**src/rtl/mbc_pkg.sv**
```systemverilog
package mbc_pkg;

    localparam int MAX_W = 32;

    typedef enum logic [1:0] {
        CMD_LD_ADDR = 2'b00,
        CMD_LD_MASK = 2'b01,
        CMD_RD_CNT  = 2'b10,
        CMD_RD_MASK = 2'b11
    } mbc_cmd_e;

    // Counter control for one cycle, decoded at the top.
    typedef struct packed {
        logic clr;
        logic load;
        logic step;
    } cnt_ctl_t;

    // Keep only the run of ones that starts at bit 0.
    function automatic logic [MAX_W-1:0] low_run(input logic [MAX_W-1:0] v);
        logic [MAX_W-1:0] r;
        logic             run;
        run = 1'b1;
        for (int i = 0; i < MAX_W; i++) begin
            run  = run & v[i];
            r[i] = run;
        end
        return r;
    endfunction

    // Advance only the field selected by the mask.
    function automatic logic [MAX_W-1:0] step_masked(input logic [MAX_W-1:0] c,
                                                     input logic [MAX_W-1:0] m);
        return (c & ~m) | ((c + 1) & m);
    endfunction

    function automatic logic field_full(input logic [MAX_W-1:0] c,
                                        input logic [MAX_W-1:0] m);
        return (c & m) == m;
    endfunction

endpackage

```
**src/rtl/mbc_mask_reg.sv**
```systemverilog
module mbc_mask_reg #(
    parameter int ADDR_W = 8
) (
    input  logic              clk,
    input  logic              rst,
    input  logic              ld,
    input  logic [ADDR_W-1:0] din,
    output logic [ADDR_W-1:0] mask
);
    localparam int MW = mbc_pkg::MAX_W;

    always_ff @(posedge clk) begin
        if (rst)
            mask <= '1;
        else if (ld)
            mask <= ADDR_W'(mbc_pkg::low_run(MW'(din)));
    end

    AST_MASK_CONTIG: assert property (@(posedge clk) disable iff (rst)
        ld |=> ((mask & (mask + 1'b1)) == '0))
        else $error("mask not contiguous");

    AST_MASK_HOLD: assert property (@(posedge clk) disable iff (rst)
        !ld |=> $stable(mask))
        else $error("mask changed without load");

endmodule

```
**src/rtl/mbc_counter.sv**
```systemverilog
module mbc_counter #(
    parameter int ADDR_W = 8
) (
    input  logic                clk,
    input  logic                rst,
    input  mbc_pkg::cnt_ctl_t   ctl,
    input  logic [ADDR_W-1:0]   din,
    input  logic [ADDR_W-1:0]   mask,
    output logic [ADDR_W-1:0]   cnt,
    output logic                irq
);
    localparam int MW = mbc_pkg::MAX_W;

    logic [ADDR_W-1:0] cnt_nxt;
    logic              at_top;

    always_comb begin
        cnt_nxt = ADDR_W'(mbc_pkg::step_masked(MW'(cnt), MW'(mask)));
        at_top  = mbc_pkg::field_full(MW'(cnt), MW'(mask));
    end

    always_ff @(posedge clk) begin
        if (rst) begin
            cnt <= '0;
            irq <= 1'b0;
        end else if (ctl.clr) begin
            cnt <= '0;
            irq <= 1'b0;
        end else if (ctl.load) begin
            cnt <= din;
            irq <= 1'b0;
        end else if (ctl.step) begin
            cnt <= cnt_nxt;
            if (at_top)
                irq <= 1'b1;
        end
    end

    AST_CLR_ZERO: assert property (@(posedge clk) disable iff (rst)
        ctl.clr |=> (cnt == '0 && !irq))
        else $error("counter reset failed");

    AST_LOAD_ADDR: assert property (@(posedge clk) disable iff (rst)
        (ctl.load && !ctl.clr) |=> (cnt == $past(din) && !irq))
        else $error("address load failed");

    AST_HOLD_IDLE: assert property (@(posedge clk) disable iff (rst)
        (!ctl.clr && !ctl.load && !ctl.step) |=> ($stable(cnt) && $stable(irq)))
        else $error("counter moved while idle");

    AST_UPPER_FIXED: assert property (@(posedge clk) disable iff (rst)
        (!ctl.clr && !ctl.load) |=> ((cnt & ~$past(mask)) == ($past(cnt) & ~$past(mask))))
        else $error("masked-off bits changed");

    AST_IRQ_STICKY: assert property (@(posedge clk) disable iff (rst)
        (irq && !ctl.clr && !ctl.load) |=> irq)
        else $error("wrap flag dropped");

endmodule

```
**src/rtl/mbc_readback.sv**
```systemverilog
module mbc_readback #(
    parameter int ADDR_W = 8
) (
    input  logic              clk,
    input  logic              rst,
    input  logic              rd_cnt,
    input  logic              rd_mask,
    input  logic [ADDR_W-1:0] cnt,
    input  logic [ADDR_W-1:0] mask,
    output logic [ADDR_W-1:0] rb
);
    always_ff @(posedge clk) begin
        if (rst)
            rb <= '0;
        else if (rd_cnt)
            rb <= cnt;
        else if (rd_mask)
            rb <= mask;
    end

    AST_RB_CNT: assert property (@(posedge clk) disable iff (rst)
        rd_cnt |=> (rb == $past(cnt)))
        else $error("counter readback wrong");

    AST_RB_MASK: assert property (@(posedge clk) disable iff (rst)
        (rd_mask && !rd_cnt) |=> (rb == $past(mask)))
        else $error("mask readback wrong");

    AST_RB_HOLD: assert property (@(posedge clk) disable iff (rst)
        (!rd_cnt && !rd_mask) |=> $stable(rb))
        else $error("readback changed without command");

endmodule

```
**src/rtl/burst_mask_counter.sv**
```systemverilog
module burst_mask_counter #(
    parameter int ADDR_W = 8
) (
    input  logic              clk,
    input  logic              rst,
    input  logic              cnt_clr,
    input  logic              cmd_vld,
    input  logic [1:0]        cmd,
    input  logic [ADDR_W-1:0] addr_in,
    input  logic              cnt_en,
    output logic [ADDR_W-1:0] cnt_addr,
    output logic [ADDR_W-1:0] rb_addr,
    output logic              wrap_irq
);
    import mbc_pkg::*;

    cnt_ctl_t          ctl;
    logic              ld_mask;
    logic              rd_cnt;
    logic              rd_mask;
    logic [ADDR_W-1:0] mask;

    always_comb begin
        ctl.clr  = cnt_clr;
        ctl.load = cmd_vld && (cmd == CMD_LD_ADDR);
        ctl.step = cnt_en;
        ld_mask  = cmd_vld && (cmd == CMD_LD_MASK);
        rd_cnt   = cmd_vld && (cmd == CMD_RD_CNT);
        rd_mask  = cmd_vld && (cmd == CMD_RD_MASK);
    end

    mbc_mask_reg #(.ADDR_W(ADDR_W)) u_mask (
        .clk  (clk),
        .rst  (rst),
        .ld   (ld_mask),
        .din  (addr_in),
        .mask (mask)
    );

    mbc_counter #(.ADDR_W(ADDR_W)) u_cnt (
        .clk  (clk),
        .rst  (rst),
        .ctl  (ctl),
        .din  (addr_in),
        .mask (mask),
        .cnt  (cnt_addr),
        .irq  (wrap_irq)
    );

    mbc_readback #(.ADDR_W(ADDR_W)) u_rb (
        .clk     (clk),
        .rst     (rst),
        .rd_cnt  (rd_cnt),
        .rd_mask (rd_mask),
        .cnt     (cnt_addr),
        .mask    (mask),
        .rb      (rb_addr)
    );

    AST_WRAP_SET: assert property (@(posedge clk) disable iff (rst)
        (cnt_en && !cnt_clr && !ctl.load && ((cnt_addr & mask) == mask)) |=> wrap_irq)
        else $error("wrap flag not raised");

    AST_FULL_ROLL: assert property (@(posedge clk) disable iff (rst)
        (cnt_en && !cnt_clr && !ctl.load && (&mask) && (&cnt_addr)) |=> (cnt_addr == '0))
        else $error("full-range rollover wrong");

    AST_RESET_STATE: assert property (@(posedge clk)
        rst |=> (cnt_addr == '0 && !wrap_irq && rb_addr == '0 && (&mask)))
        else $error("reset state wrong");

endmodule

```
**config.mk**
```make
export PLATFORM = sky130hd
export DESIGN_NAME = burst_mask_counter
export DESIGN_NICKNAME = d
export VERILOG_FILES = /design/src/rtl/mbc_pkg.sv /design/src/rtl/mbc_mask_reg.sv /design/src/rtl/mbc_counter.sv /design/src/rtl/mbc_readback.sv /design/src/rtl/burst_mask_counter.sv
export SDC_FILE = /design/constraint.sdc
export NUM_CORES = 1
export LEC_CHECK = 0
export BUFFER_PORTS_ARGS = -buffer_cell sky130_fd_sc_hd__clkbuf_2
export CAP_MARGIN = 10
export CELL_PAD_IN_SITES_DETAIL_PLACEMENT = 1
export CELL_PAD_IN_SITES_GLOBAL_PLACEMENT = 1
export CORE_AREA = 5 5 62 64
export DETAILED_ROUTE_END_ITERATION = 8
export DIE_AREA = 0 0 67 69
export HOLD_SLACK_MARGIN = 0.03
export PLACE_DENSITY = 0.89
export SLEW_MARGIN = 30
export SYNTH_ARGS = -nofsm -noshare
export SYNTH_HDL_FRONTEND = slang
export SYNTH_SLANG_ARGS = --single-unit
```
**constraint.sdc**
```tcl
create_clock -name clk -period 3.3 [get_ports clk]
set_clock_uncertainty 0.15 [all_clocks]
set_input_delay 0.495 -clock clk [delete_from_list [all_inputs] [get_ports clk]]
set_output_delay 0.495 -clock clk [all_outputs]
set_load 0.005 [all_outputs]
```
==> run summary <==
The run finished with clean final reports. The initial cell density of the core is 38.75%. The number of input and output port buffers inserted is 31. The startpoint class of the critical path is an input port. The tools report the largest net degree at the start of global routing as 19.

For this run, design rule violations remaining after detail routing come to 0. The routed layout has 1,113 vias. The routability congestion estimate is 0.8251. After detailed routing, the wire length on met1 is 1512 µm. 0 antenna diodes ended up in the layout.

The power after layout was 551.9 µW. The final hold violation count is 0, and the remaining number of nets flagged by the antenna check after routing is 0. For the pin with the worst max-slew slack, the measured transition is 0.6680 ns. The first global-routing pass estimated 5547 µm of wire.

The tools report the element type at the critical path end as a flip-flop. The synthesized design spends more area on one cell type than any other, namely dfxtp_1. 32 I/O pins were placed. The detailed placer's ending HPWL is 2598 µm, and the detail-routed net length per standard cell is 15.69 µm. The run gives 3.36 ns as the required time reported for the critical path endpoint. The root buffer cell is clkbuf_4. Relative to the synthesized area, the layout overhead comes to 13.79%. Measured along the y axis, the die boundary spans 69 µm. The power density over the cells works out to 387.3 nW/µm².

The most critical setup path has its startpoint at cmd[0]. For the worst-skew pair, the clock arrives at the later sink with an insertion delay of 0.34 ns. After synthesis, flip-flops and latches occupy 39.96% of the total area. The highest layer touched by signal routing is met4. The fmax came out at 0.5808 GHz.

Detailed routing placed a total of 116 µm of wire on met3. The number of pins exceeding their max-slew limit in the final report is 0, and the sum of buffers and inverters on the critical path is 1. In the synthesized netlist, the number of instances is 142. Data on the critical path arrives at its endpoint at 1.78 ns. The startpoint identified for the worst register-to-register timing path is u_cnt.cnt[0]$_SDFFE_PP0P_.

The initial antenna violation count was 0. In the detailed route, the total length drawn on met2 is 1627 µm. Counting every sink on the clock net gives 25. The worst relative slew slack is 55.34%, and the part of the cycle the worst path needs is 52.17%. Buffers added to address setup during post-CTS repair amount to 0. Counting I/O delays and the setup requirement, the final critical path takes 1.722 ns. When the netlist entered floorplanning its net count stood at 159. In this run the static leakage power is 0.0006517 µW. The core region is 3232 µm².

The distinct cell type count after synthesis came out at 32. The post-synthesis register bit count was 25. The startpoint identified for the worst hold timing path is addr_in[7].

Sum of negative setup slack: 0 ns. The path class of the tightest hold or removal check is input port to flip-flop. In this run the mean area of a mapped cell was 8.820 µm². The number of gates resized after CTS is 0.

The slowest stage of the critical path is the or3b_1 cell. The fraction of final layout cells with drive strength greater than 1 is 23.95%. Along the worst path, the maximum fanout reaches 17. Width of the chip: 67 µm.

After synthesis, the cell types taking the most area are dfxtp_1, nor2_1, mux2i_1. Counting flops with an async set or reset pin after synthesis yields a share of 0%. The largest buffer count on any clock path is 2. Routed wire length: 3342 µm. At the end of the flow, the number of nets in the layout was 185. Counting the buffers created by CTS gives 3. Setup repair after global routing left no endpoint under its margin. The die covers 4623 µm². TritonCTS built the clock tree. The start-to-end type of the worst setup path is input port to flip-flop.

The first routing iteration left 27 violations. Among all flip-flop cells after synthesis, the most frequent one is dfxtp_1. The share of the synthesized area in the top cell type is 39.96%, and the total congestion overflow is 0. The cell family contributing the most delay on the critical path is simple AND/OR/NAND/NOR gates.

The first TritonRoute pass finished after 4 iterations. The synthesis warning total was 0; the floorplan row count was 21. For the overall routing resource usage, the log shows 15.71%. Level count of the clock H-tree: 1. For the via count of the first global-routing pass, the log shows 1,159. Traced cell by cell, the critical path runs through clkbuf_2 -> or3b_1 -> o21ai_0 -> a21oi_1. The worst-case vdd ir drop was 0.0001226 V; the hold buffer count at CTS was 0. The critical path's largest stage delay came out at 0.71 ns. For the number of maximum-capacitance constraint violations, the log shows 0.

The clock-pin slew on the worst setup and hold paths is 0.13 ns, and the synthesized cell area is 1252 µm². The detailed-route vias per instance is 5.225, and the final-report setup violation count is 0. In this run, synthesis inferred 0 flip-flops with an integrated enable.
## final cells by class
type,instances,area (µm²)
inverters,10,37.54
fillers,422,1807
multi-input cells,97,648.1
well taps,46,57.56
clock buffers,4,26.28
flip-flops and latches,25,500.5
repair buffers,31,155.1
## path summary, 6_finish.rpt
path                                 endpoint  depth (start not counted)  slack [ns]
hold reg to reg       u_rb.rb[0]$_SDFFE_PP0P_                          2        0.36
setup / recovery                    flip-flop                          4        1.58
hold / removal    u_mask.mask[7]$_SDFFE_PP1P_                          3        0.26
setup reg to reg       u_cnt.irq$_SDFFE_PP0P_                          5        1.62
## worst register-to-register path, delay by kind of cell, from the launching register on
| family | cells | cell delay (ns) |
|---|---|---|
| fa+ha+maj | 1 | 0.20 |
| simple gates | 2 | 0.54 |
| buf+inv | 1 | 0.08 |
| flops | 1 | 0.49 |
| compound gates | 1 | 0.18 |
## Yosys cell counts, types with 3 or more instances
| master | instances |
|---|---|
| dfxtp_1 | 25 |
| nor2_1 | 22 |
| inv_1 | 10 |
| a211oi_1 | 8 |
| mux2i_1 | 8 |
| a21oi_1 | 7 |
| xor2_1 | 6 |
| a211o_1 | 5 |
| nand2_1 | 5 |
| nand4_1 | 5 |
| a211oi_2 | 4 |
| nand3_1 | 4 |
| clkbuf_1 | 3 |
| o21ai_0 | 3 |
| o22ai_1 | 3 |
## layer usage
metal / track usage, % / vias up
met2: 25.33 / 24
met1: 19.70 / 525
met5: 0 / -
met4: 7.658 / 0
met3: 2.760 / 7
li1: - / 557
## report_power, final
group          leakage (µW)  internal [µW]  switching (µW)
clock network     0.0000150           47.6            96.0
registers          0.000205            317            14.5
logic              0.000432           33.8            43.4
## cells by family (layout without fill, tap and decap cells)
family | after synthesis | after routing | share of synthesized area, %
simple gates | 47 | 47 | 18.18
fa+ha+maj | 2 | 2 | 1.998
xor+xnor | 6 | 6 | 4.196
compound gates | 34 | 34 | 20.98
mux | 8 | 8 | 6.394
flops | 25 | 25 | 39.96
buf+inv | 20 | 45 | 8.292
## per-stage QoR
| step | area (µm²) | hold WS, ns | utilization, % | cells | worst slack, ns |
|---|---|---|---|---|---|
| after global routing | 1425 | 0.2727 | 44.10 | 213 | 1.504 |
| after CTS | 1425 | 0.2476 | 44.10 | 213 | 1.601 |
| final | 1425 | 0.2553 | 44.10 | 213 | 1.578 |
| after global placement | 1399 | 0.3422 | 43.28 | 209 | 1.306 |
| after detailed placement | 1399 | 0.3450 | 43.28 | 209 | 1.264 |
| after floorplan | 1252 | 0.3125 | - | 142 | 1.586 |
## layout by cell type, fill, tap and decap left out, drive strengths merged, types with 2 or more instances in the layout
master,instances
nand2,5
dfxtp,25
o31ai,2
o21ai,3
nand3,4
xor2,6
nor2,22
nand4,5
and2,2
a211oi,12
o22ai,3
clkbuf,35
a211o,5
mux2i,8
inv,10
a21oi,7
nand3b,2
ha,2
Note: power is estimated with default switching activity, not from simulation.
